## config.mk

```make
export PLATFORM = sky130hd
export DESIGN_NAME = prog_countdown_timer
export DESIGN_NICKNAME = d
export VERILOG_FILES = /design/src/rtl/tmr_pkg.sv /design/src/rtl/tmr_prescaler.sv /design/src/rtl/tmr_counter.sv /design/src/rtl/tmr_pending.sv /design/src/rtl/prog_countdown_timer.sv
export SDC_FILE = /design/constraint.sdc
export NUM_CORES = 1
export LEC_CHECK = 0
export BUFFER_PORTS_ARGS = -buffer_cell sky130_fd_sc_hd__buf_4
export CORE_ASPECT_RATIO = 1.5
export CORE_MARGIN = 4
export CORE_UTILIZATION = 35
export DETAILED_ROUTE_END_ITERATION = 7
export SLEW_MARGIN = 20
export SYNTH_ARGS = -nofsm -noshare
export SYNTH_HDL_FRONTEND = slang
export SYNTH_HIERARCHICAL = 1
export SYNTH_SLANG_ARGS = --single-unit
export TNS_END_PERCENT = 20
```

## constraint.sdc

```tcl
create_clock -name clk -period 5.1 [get_ports clk]
set_clock_uncertainty 0.1 [all_clocks]
set_input_delay 0.255 -clock clk [delete_from_list [all_inputs] [get_ports clk]]
set_output_delay 0.255 -clock clk [all_outputs]
set_load 0.05 [all_outputs]
```

## src/rtl/tmr_pkg.sv

```systemverilog
// Shared constants and helpers for the divided countdown timer.
// Assumes a 32-bit register bus and word-granular register addresses.
package tmr_pkg;
    localparam int DATA_W  = 32;
    localparam int ADDR_W  = 3;
    localparam int SHIFT_W = 3;
    localparam int PRE_W   = (1 << SHIFT_W) - 1;
    localparam int VEC_W   = 8;

    localparam logic [ADDR_W-1:0] A_CTRL = 3'd0;
    localparam logic [ADDR_W-1:0] A_LVT  = 3'd1;
    localparam logic [ADDR_W-1:0] A_DIV  = 3'd2;
    localparam logic [ADDR_W-1:0] A_INIT = 3'd3;
    localparam logic [ADDR_W-1:0] A_CUR  = 3'd4;

    localparam int MASK_BIT = 16;
    localparam int PER_BIT  = 17;

    localparam logic [DATA_W-1:0] LVT_KEEP   = 32'h0003_10FF;
    localparam logic [DATA_W-1:0] LVT_MASKED = 32'h0001_0000;

    // Turns the divide setting into a power-of-two exponent (wraps mod 8).
    function automatic logic [SHIFT_W-1:0] div_shift(input logic [3:0] cfg);
        return {cfg[3], cfg[1:0]} + SHIFT_W'(1);
    endfunction
endpackage

```

## src/rtl/tmr_prescaler.sv

```systemverilog
// Divisor phase counter: pulses tick once every 2**shift cycles while run
// is high. Assumes restart and run are registered-state driven signals.
module tmr_prescaler
    import tmr_pkg::*;
(
    input  logic               clk,
    input  logic               rst_n,
    input  logic               run,
    input  logic               restart,
    input  logic [SHIFT_W-1:0] shift,
    output logic               tick
);
    logic [PRE_W-1:0] phase_q;
    logic [PRE_W-1:0] last;

    // Last phase value of a divisor period.
    always_comb last = PRE_W'((32'd1 << shift) - 32'd1);

    assign tick = run && !restart && (phase_q >= last);

    // Advance the phase, returning to zero on tick, restart or idle.
    always_ff @(posedge clk) begin
        if (!rst_n)
            phase_q <= '0;
        else if (restart || !run || tick)
            phase_q <= '0;
        else
            phase_q <= phase_q + PRE_W'(1);
    end
endmodule

```

## src/rtl/tmr_counter.sv

```systemverilog
// Current-count register: loads on software write, steps down on tick,
// flags expiry when stepping from one, reloads when periodic.
module tmr_counter #(
    parameter int CNT_W = 32
) (
    input  logic             clk,
    input  logic             rst_n,
    input  logic             load,
    input  logic [CNT_W-1:0] load_val,
    input  logic [CNT_W-1:0] reload_val,
    input  logic             periodic,
    input  logic             tick,
    output logic [CNT_W-1:0] cur,
    output logic             expire,
    output logic             run
);
    logic [CNT_W-1:0] cur_q;

    assign cur    = cur_q;
    assign run    = (cur_q != '0);
    assign expire = tick && (cur_q == CNT_W'(1));

    // Load, decrement or reload the live count.
    always_ff @(posedge clk) begin
        if (!rst_n)
            cur_q <= '0;
        else if (load)
            cur_q <= load_val;
        else if (tick) begin
            if (cur_q == CNT_W'(1))
                cur_q <= periodic ? reload_val : '0;
            else
                cur_q <= cur_q - CNT_W'(1);
        end
    end
endmodule

```

## src/rtl/tmr_pending.sv

```systemverilog
// Saturating pending-expiry count and request gating.
// Assumes allow combines unit enable and unmasked control word.
module tmr_pending #(
    parameter int PEND_W = 4
) (
    input  logic              clk,
    input  logic              rst_n,
    input  logic              clr,
    input  logic              inc,
    input  logic              ack,
    input  logic              allow,
    output logic              req,
    output logic [PEND_W-1:0] level
);
    localparam logic [PEND_W-1:0] FULL = '1;
    logic [PEND_W-1:0] lvl_q;
    logic              dec;

    assign level = lvl_q;
    assign req   = allow && (lvl_q != '0);
    assign dec   = ack && req;

    // Count expiries up and accepted deliveries down.
    always_ff @(posedge clk) begin
        if (!rst_n)
            lvl_q <= '0;
        else if (clr)
            lvl_q <= '0;
        else if (inc && !dec && lvl_q != FULL)
            lvl_q <= lvl_q + PEND_W'(1);
        else if (dec && !inc)
            lvl_q <= lvl_q - PEND_W'(1);
    end
endmodule

```

## src/rtl/prog_countdown_timer.sv

```systemverilog
// Programmable divided countdown timer with register file, prescaler,
// counter and pending logic. Assumes one register write per cycle.
module prog_countdown_timer
    import tmr_pkg::*;
#(
    parameter int CNT_W  = 32,
    parameter int PEND_W = 4
) (
    input  logic              clk,
    input  logic              rst_n,
    input  logic              wr_en,
    input  logic [ADDR_W-1:0] wr_addr,
    input  logic [DATA_W-1:0] wr_data,
    input  logic [ADDR_W-1:0] rd_addr,
    output logic [DATA_W-1:0] rd_data,
    input  logic              irq_ack,
    output logic              irq_req,
    output logic [VEC_W-1:0]  irq_vector
);
    logic              en_q;
    logic [DATA_W-1:0] lvt_q;
    logic [3:0]        div_q;
    logic [CNT_W-1:0]  init_q;
    logic [CNT_W-1:0]  cur;
    logic              tick, expire, run;
    logic [PEND_W-1:0] pend;
    logic              wr_ctrl, wr_lvt, wr_div, wr_init, disable_wr;

    assign wr_ctrl    = wr_en && (wr_addr == A_CTRL);
    assign wr_lvt     = wr_en && (wr_addr == A_LVT);
    assign wr_div     = wr_en && (wr_addr == A_DIV);
    assign wr_init    = wr_en && (wr_addr == A_INIT);
    assign disable_wr = wr_ctrl && !wr_data[0];

    // Software-visible configuration registers.
    always_ff @(posedge clk) begin
        if (!rst_n) begin
            en_q   <= 1'b0;
            lvt_q  <= LVT_MASKED;
            div_q  <= '0;
            init_q <= '0;
        end else begin
            if (wr_ctrl)
                en_q <= wr_data[0];
            if (disable_wr)
                lvt_q[MASK_BIT] <= 1'b1;
            else if (wr_lvt)
                lvt_q <= (wr_data & LVT_KEEP) | (en_q ? '0 : LVT_MASKED);
            if (wr_div)
                div_q <= wr_data[3:0];
            if (wr_init)
                init_q <= wr_data[CNT_W-1:0];
        end
    end

    tmr_prescaler u_pre (
        .clk    (clk),
        .rst_n  (rst_n),
        .run    (run),
        .restart(wr_init),
        .shift  (div_shift(div_q)),
        .tick   (tick)
    );

    tmr_counter #(.CNT_W(CNT_W)) u_cnt (
        .clk       (clk),
        .rst_n     (rst_n),
        .load      (wr_init),
        .load_val  (wr_data[CNT_W-1:0]),
        .reload_val(init_q),
        .periodic  (lvt_q[PER_BIT]),
        .tick      (tick),
        .cur       (cur),
        .expire    (expire),
        .run       (run)
    );

    tmr_pending #(.PEND_W(PEND_W)) u_pend (
        .clk  (clk),
        .rst_n(rst_n),
        .clr  (wr_init || disable_wr),
        .inc  (expire),
        .ack  (irq_ack),
        .allow(en_q && !lvt_q[MASK_BIT]),
        .req  (irq_req),
        .level(pend)
    );

    assign irq_vector = lvt_q[VEC_W-1:0];

    // Read multiplexer.
    always_comb begin
        case (rd_addr)
            A_CTRL:  rd_data = {{(DATA_W-1){1'b0}}, en_q};
            A_LVT:   rd_data = lvt_q;
            A_DIV:   rd_data = {{(DATA_W-4){1'b0}}, div_q};
            A_INIT:  rd_data = DATA_W'(init_q);
            A_CUR:   rd_data = DATA_W'(cur);
            default: rd_data = '0;
        endcase
    end
endmodule

```

==> results of run 1 <==
flip-flops by register name (all words and copies together), names as in the netlist:
register and count:
lvt_q 11, u_cnt/cur 32, u_pend/level 4, en_q 1
div_q 4, init_q 32, u_pre/phase_q 7
cell families (layout without fill, tap and decap cells):
logic type               after synthesis  after routing
AND/OR/NAND/NOR                      290            290
multiplexers                          10             10
buffers and inverters                 66            121
flip-flops                            91             91
adder cells (fa/ha/maj)               14             14
AO/OA/AOI/OAI                        208            208
XOR/XNOR                              32             32
per-stage QoR:
| step | std cells | hold slack (ns) | setup slack (ns) | power, mW |
|---|---|---|---|---|
| global placement | 956 | 0.359 | 0.610 | 2.28 |
| finish | 972 | 0.0663 | 0.543 | 2.96 |
| detailed placement | 956 | 0.363 | 0.439 | 2.28 |
| floorplan | 711 | 0.290 | 0.438 | 1.90 |
| global route | 972 | 0.0784 | 0.211 | 3.13 |
| CTS | 972 | 0.0606 | 0.389 | 2.95 |
cell usage in the layout, fill, tap and decap left out, drive strengths merged, types with 17 or more instances in the layout:
| master | synthesis | layout |
|---|---|---|
| o21ai | 32 | 32 |
| nor3 | 34 | 34 |
| a21oi | 32 | 32 |
| a22o | 23 | 23 |
| nand3 | 20 | 20 |
| dfxtp | 91 | 91 |
| buf | 25 | 93 |
| a21boi | 48 | 48 |
| xor2 | 17 | 17 |
| nand2 | 131 | 131 |
| nor2 | 21 | 21 |
report_power, final:
| group | total, mW | internal (mW) | switching (mW) |
|---|---|---|---|
| logic | 1.33 | 0.522 | 0.809 |
| registers | 0.965 | 0.804 | 0.160 |
| clock network | 0.663 | 0.371 | 0.292 |
critical path, stage by stage (launching register included):
cell and delay (ns):
dfxtp_1 0.38, ha_1 0.18, xor2_1 0.38, o21ai_0 0.19, ha_1 0.35, nand4_2 0.13
o31ai_4 0.42, and3b_1 0.24, inv_1 0.06, nor4_2 0.42, o31a_2 0.29, inv_2 0.09
ha_1 0.32, a21oi_1 0.23, and2_4 0.18, or4b_1 0.43, o311ai_1 0.08
final cells by class:
class                   count  area, sq um
clock buffers              13          270
clock inverters             3         21.3
fillers                  1709         9430
inverters                  12         45.0
multi-input cells         554         3570
flip-flops and latches     91         1820
well taps                 206          258
repair buffers             93          698
how the worst max path moves through the flow:
stage | start | to | slack, ns | cells after the start
floorplan | div_q[0] | u_pend/level[3] | 0.44 | 19
global placement | div_q[0] | u_pend/level[3] | 0.61 | 16
detailed placement | div_q[0] | u_pend/level[3] | 0.44 | 16
CTS | div_q[0] | u_pend/level[3] | 0.39 | 16
global route | div_q[0] | u_pend/level[3] | 0.21 | 16
finish | div_q[0] | u_pend/level[3] | 0.54 | 16
per-layer routing:
metal | up-vias | part of all wire (%)
met5 | - | 0
met4 | 0 | 2.3
met3 | 22 | 3.4
met2 | 108 | 52
met1 | 2678 | 42
li1 | 2676 | -
timing repair:
action                                  CTS  global route
endpoints found under the setup margin    0             1
endpoints found under the hold margin     0             0
hold buffers                              0             0
resized for setup                         0             1
==> metrics.md, run 1 <==
| Metric | Value |
|---|---|
| CTS Buf Count | 9 |
| Clock Sinks | 91 |
| Max-cap viol count | 0 |
| Total negative slack | 0 ns |
| Placed Area | roughly 6400 sq um |
| Unrepaired setup endpoints after global routing | no |
| Root Buffer | clkbuf_16 |
| Pwr per Cell Area | 442 nW/um^2 |
| Hold endpoint | init_q[28] |
| Main combinational cell family by area after synthesis | simple AND/OR/NAND/NOR gates |
| WS Path Type | reg -> reg |
| Ys flop type | dfxtp_1 |
| Critical path required time | 5.26 ns |
| GR Overflow Total | 0 |
| Vias in the first global route | 5224 |
| Post-synth top area cell | dfxtp_1 |
| Chip Height | 165 um |
| Grt met2 use | 33.9% |
| WL per Instance | ~18 um |
| CTS tree | yes |
| Gpl congestion | 0.822 |
| Post-Syn Nets | about 770 |
| Max Buffers Root-to-Sink | 2 |
| Finished Cell Area | 6690 sq um |
| Async SR Flop Fraction | 0% |
| Hold depth | 3 |
| Reg2Reg Launch Point | div_q[0] |
| Top post-synthesis cells by count | nand2_1, dfxtp_1, a21boi_0 |
| Post-synthesis mux area share | about 1.8% |
| First-pass GRT wire length | 28300 um |
| Synth Instances | 711 |
| Compound-cell area share of the yosys netlist | about 26% |
| Via count | ~5500 |
| Mapped cell area | 5730 sq um |
| CORE AREA | 16100 sq um |
| IO buf count | 82 |
| Pleak | 2.47 nW |
| Sequential-to-total area share from yosys stat | 31.8% |
| VDD IR max | 0.212 mV |
| Layout cell share with drive strength beyond 1 | 17.1% |
| Clk_lat worst skew | about 0.35 ns |
| Post-synth EDFFs | 0 |
| Core Util, Final | between 40% and 50% |
| Maximum fanout along the worst path | 8 |
| Met1 Usage GRT | 23.3% |
| Warning count from the yosys run | 6 |
| Detailed Place HPWL | 12100 um |
| Period minus WS final | roughly 4.6 ns |
| Number of core rows | 57 |
| Top Ports | between 80 and 90 |
| Crit path DAT | approximately 4.7 ns |
| Busiest grt layer | met2 |
| DRC viols | 0 |
| First drt pass iteration count | 5 |
| Die ar. | 18500 sq um |
| Status | complete, no violations |
| Syn Area/Cell | 8.06 sq um |
| Final worst-path cycle share | 89.3% |
| Most common cell in the netlist | nand2_1 |
| Hold Startpoint | wr_data[28] |
| H-tree depth | 3 |
| Vias per inst | 5.64 |
| Slew @ Worst Pin | 0.931 ns |
| Largest net degree at the start of global routing | 64 |
| Simple-gate share of the synthesized area | between 20% and 30% |
| GRT Overall Usage | 19.1% |
| Initial DRC count | 377 |
| Initial core utilization | 35.5% |
| Yosys reg bits | around 90 |
| Flop2flop setup slack | roughly 0.54 ns |
| Setup bufs post-CTS | 0 |
| Area share of xor/xnor cells in the synthesized design | 4.89% |
| Yosys top cell area share | roughly a third |
| Layout Nets | 817 |
| Synth Area in Adders | 3.19% |
| Worst reg2reg path depth | 16 |
| Die width | 112 um |
| M3 GR Usage | 2.71% |
| Fmax | 219 MHz |
| Fin. max-slew vios | 0 |
| Initial antenna violation count | 0 |
| Top post-synthesis cells by area | dfxtp_1, nand2_1, a21boi_0 |
| Min-Delay Path Class | in -> reg |
| Routed WL | ~18000 um |
| Slew headroom | between 30% and 40% |
| Final setup viols | 0 |
| Critical R2R Capture | u_pend/level[3] |
| Startpoint Class | register |
| Netlist cell types | 71 |
| ANT nets after route | 0 |
| Hold Fails Final Rpt | 0 |
| Worst-path clk slew | roughly 0.07 ns |
| Ant diodes | 0 |
| Area Overhead vs Synth | 16.7% |
| Element type at the critical path end | register |
(Power assumes the default switching activity.)
==> run 2, diff against run 1 <==
--- a/config.mk
+++ b/config.mk
@@ -6,10 +6,13 @@
 export NUM_CORES = 1
 export LEC_CHECK = 0
 export BUFFER_PORTS_ARGS = -buffer_cell sky130_fd_sc_hd__buf_4
+export CELL_PAD_IN_SITES_DETAIL_PLACEMENT = 0
+export CELL_PAD_IN_SITES_GLOBAL_PLACEMENT = 2
 export CORE_ASPECT_RATIO = 1.5
 export CORE_MARGIN = 4
-export CORE_UTILIZATION = 35
+export CORE_UTILIZATION = 34
 export DETAILED_ROUTE_END_ITERATION = 7
+export PLACE_DENSITY_LB_ADDON = 0.1
 export SLEW_MARGIN = 20
 export SYNTH_ARGS = -nofsm -noshare
 export SYNTH_HDL_FRONTEND = slang
==> run 2 against run 1 <==
Compared with the run above:
- design area shrank 0.11%
- core utilization shrank 0.77 points
- critical path depth is the same
- critical path type unchanged
- global-route usage grew 0.84 points
- combinational power grew 4%
- first-iteration DRC count shrank 27%
- clock-buffer cell count shrank 3
- sequential share of layout area is essentially flat
- setup slack lost 0.22 ns
- non-clock buffer count is the same
- critical endpoint unchanged
==> metrics.md, run 2 (synthesis results as in run 1) <==
| Metric | Value |
|---|---|
| Via count | 5450 (was 5484) |
| Area taken by multi-input logic gates | 3570 sq um (unchanged) |
| Die width | 114 um (was 112 um) |
| ANT nets after route | 0 (unchanged) |
| Fin cells | 971 (was 972) |
| CTS tree | yes (unchanged) |
| Post-Place Worst Slack | 0.0696 ns (was 0.439 ns) |
| Detailed Place HPWL | 12900 um (was 12100 um) |
| Root Buffer | clkbuf_16 (unchanged) |
| Layout Nets | 817 (unchanged) |
| Initial DRC count | 274 (was 377) |
| Element type at the critical path end | register (unchanged) |
| Pwr per Cell Area | 453 nW/um^2 (was 442 nW/um^2) |
| Clk_lat worst skew | 0.35 ns (about the same) |
| H-tree depth | 3 (unchanged) |
| DRC viols | 0 (unchanged) |
| Ant diodes | 0 (unchanged) |
| Min-Delay Path Class | in -> reg (unchanged) |
| Internal | 1.72 mW (was 1.70 mW) |
| Sw frac | 43.1% (was 42.6%) |
| Final worst-path cycle share | 93.6% (was 89.3%) |
| Number of core rows | 57 (unchanged) |
| Critical path required time | 5.27 ns (was 5.26 ns) |
| Max Buffers Root-to-Sink | 2 (unchanged) |
| Die ar. | 19000 sq um (was 18500 sq um) |
| Register area | 1820 sq um (unchanged) |
| Final setup viols | 0 (unchanged) |
| Status | complete, no violations (unchanged) |
| First-pass GRT wire length | 29900 um (was 28300 um) |
| Worst-path clk slew | 0.07 ns (about the same) |
| Setup ws final | 0.328 ns (was 0.543 ns) |
| Slew headroom | 29.9% (was 37.9%) |
| Clock Sinks | 91 (unchanged) |
| Initial core utilization | 34.9% (was 35.5%) |
| Total negative slack | 0 ns (unchanged) |
| First drt pass iteration count | 5 (unchanged) |
| Psw | 1.30 mW (was 1.26 mW) |
| CORE AREA | 16400 sq um (was 16100 sq um) |
| Period minus WS final | 4.77 ns (was 4.56 ns) |
| Initial antenna violation count | 0 (unchanged) |
| Routed WL | 19300 um (was 17800 um) |
| Hold Fails Final Rpt | 0 (unchanged) |
| Vias in the first global route | 5367 (was 5224) |
| Dpl cells | 956 (unchanged) |
| Pleak | 2.46 nW (was 2.47 nW) |
| GRT Overall Usage | 19.9% (was 19.1%) |
| Placed Area | 6390 sq um (unchanged) |
| Largest net degree at the start of global routing | 85 (was 64) |
| Part of the power in the clock network | 22.3% (was 22.4%) |
| Flop pwr share | 32.0% (was 32.6%) |
| # fillers | 1713 (was 1709) |
| Max-cap viol count | 0 (unchanged) |
| Combinational power share | 45.7% (was 45.0%) |
| Hold WS | 0.0572 ns (was 0.0663 ns) |
| CTS Buf Count | 9 (unchanged) |
| WL per Instance | 19.9 um (was 18.4 um) |
| Chip Height | 167 um (was 165 um) |
| Unrepaired setup endpoints after global routing | no (unchanged) |
| Setup bufs post-CTS | 0 (unchanged) |
| Vias per inst | 5.61 (was 5.64) |
| Startpoint Class | register (unchanged) |
| Slew @ Worst Pin | 1.04 ns (was 0.931 ns) |
| VDD IR max | 0.164 mV (was 0.212 mV) |
| Finished Cell Area | 6680 sq um (was 6690 sq um) |
| Most frequent cells in the layout | nand2_1, buf_4, dfxtp_1 (unchanged) |
| Crit path DAT | 4.94 ns (was 4.71 ns) |
| IO buf count | 82 (unchanged) |
| Layout cell share with drive strength beyond 1 | 17.0% (was 17.1%) |
| Gpl congestion | 0.775 (was 0.822) |
| Fin. max-slew vios | 0 (unchanged) |
| GR Overflow Total | 0 (unchanged) |
| WS Path Type | reg -> reg (unchanged) |
| Maximum fanout along the worst path | 8 (unchanged) |
| Fmax | 210 MHz (was 219 MHz) |
| Area Overhead vs Synth | 16.6% (was 16.7%) |
| Most common cell after layout, fill and taps aside | nand2_1 (unchanged) |
| Top Ports | 83 (unchanged) |
[run 2: changes by cell type in the layout (fill, tap and decap cells not counted), sizes merged]
cell,previous run,this run
clkinvlp,1,2
clkbuf,13,10
bufinv,0,1
[run 2: through the flow]
step	power (mW)	utilization [%]
after floorplan	1.90	-
after global placement	2.34	38.9
after detailed placement	2.35	38.9
after CTS	3.04	40.7
after global routing	3.21	40.7
final	3.03	40.7
[run 2: critical path, stage by stage, from the launching register on]
cell	delay (ns)
dfxtp_1	0.37
ha_1	0.17
xor2_1	0.39
o21ai_0	0.21
ha_1	0.35
nand4_2	0.13
o31ai_4	0.45
and3b_1	0.26
inv_1	0.07
nor4_2	0.51
o31a_2	0.32
inv_2	0.09
ha_1	0.32
a21oi_1	0.23
and2_4	0.18
or4b_1	0.43
o311ai_1	0.08
[run 2: power groups by stage]
stage / logic, mW / clock network (mW) / registers (mW)
4_1_cts: 1.38 / 0.695 / 0.968
3_5_place_dp: 1.37 / 0 / 0.983
2_1_floorplan: 0.984 / 0 / 0.920
6_report: 1.38 / 0.673 / 0.969
3_3_place_gp: 1.36 / 0 / 0.982
5_1_grt: 1.50 / 0.724 / 0.987
[run 2: path summary, 6_finish.rpt]
path	from	slack (ns)	cells past startpoint	to
worst max-delay path	div_q[0]	0.33	16	u_pend/level[3]
worst min-delay path	wr_data[5]	0.06	3	init_q[5]
worst max register to register	div_q[0]	0.33	16	u_pend/level[3]
worst min register to register	init_q[12]	0.38	2	init_q[12]
[run 2: layer usage]
metal	global-route usage, %	wire length (um)	vias to the layer above
met3	3.23	729	20
met1	24.5	8460	2623
met2	35.2	9860	120
li1	-	-	2687
met4	5.79	247	0
met5	0	0	-
[run 2: repair_timing]
item	4_1_cts	5_1_grt
resized for setup	0	1
setup endpoints to repair	0	1
hold buffers	0	0
[run 2: area by class of cell]
class	count	area share, %
inverters	12	0.674
well taps	206	3.86
multi-input cells	554	53.5
flip-flops and latches	91	27.3
repair buffers	93	10.5
clock buffers	10	3.43
clock inverters	5	0.824
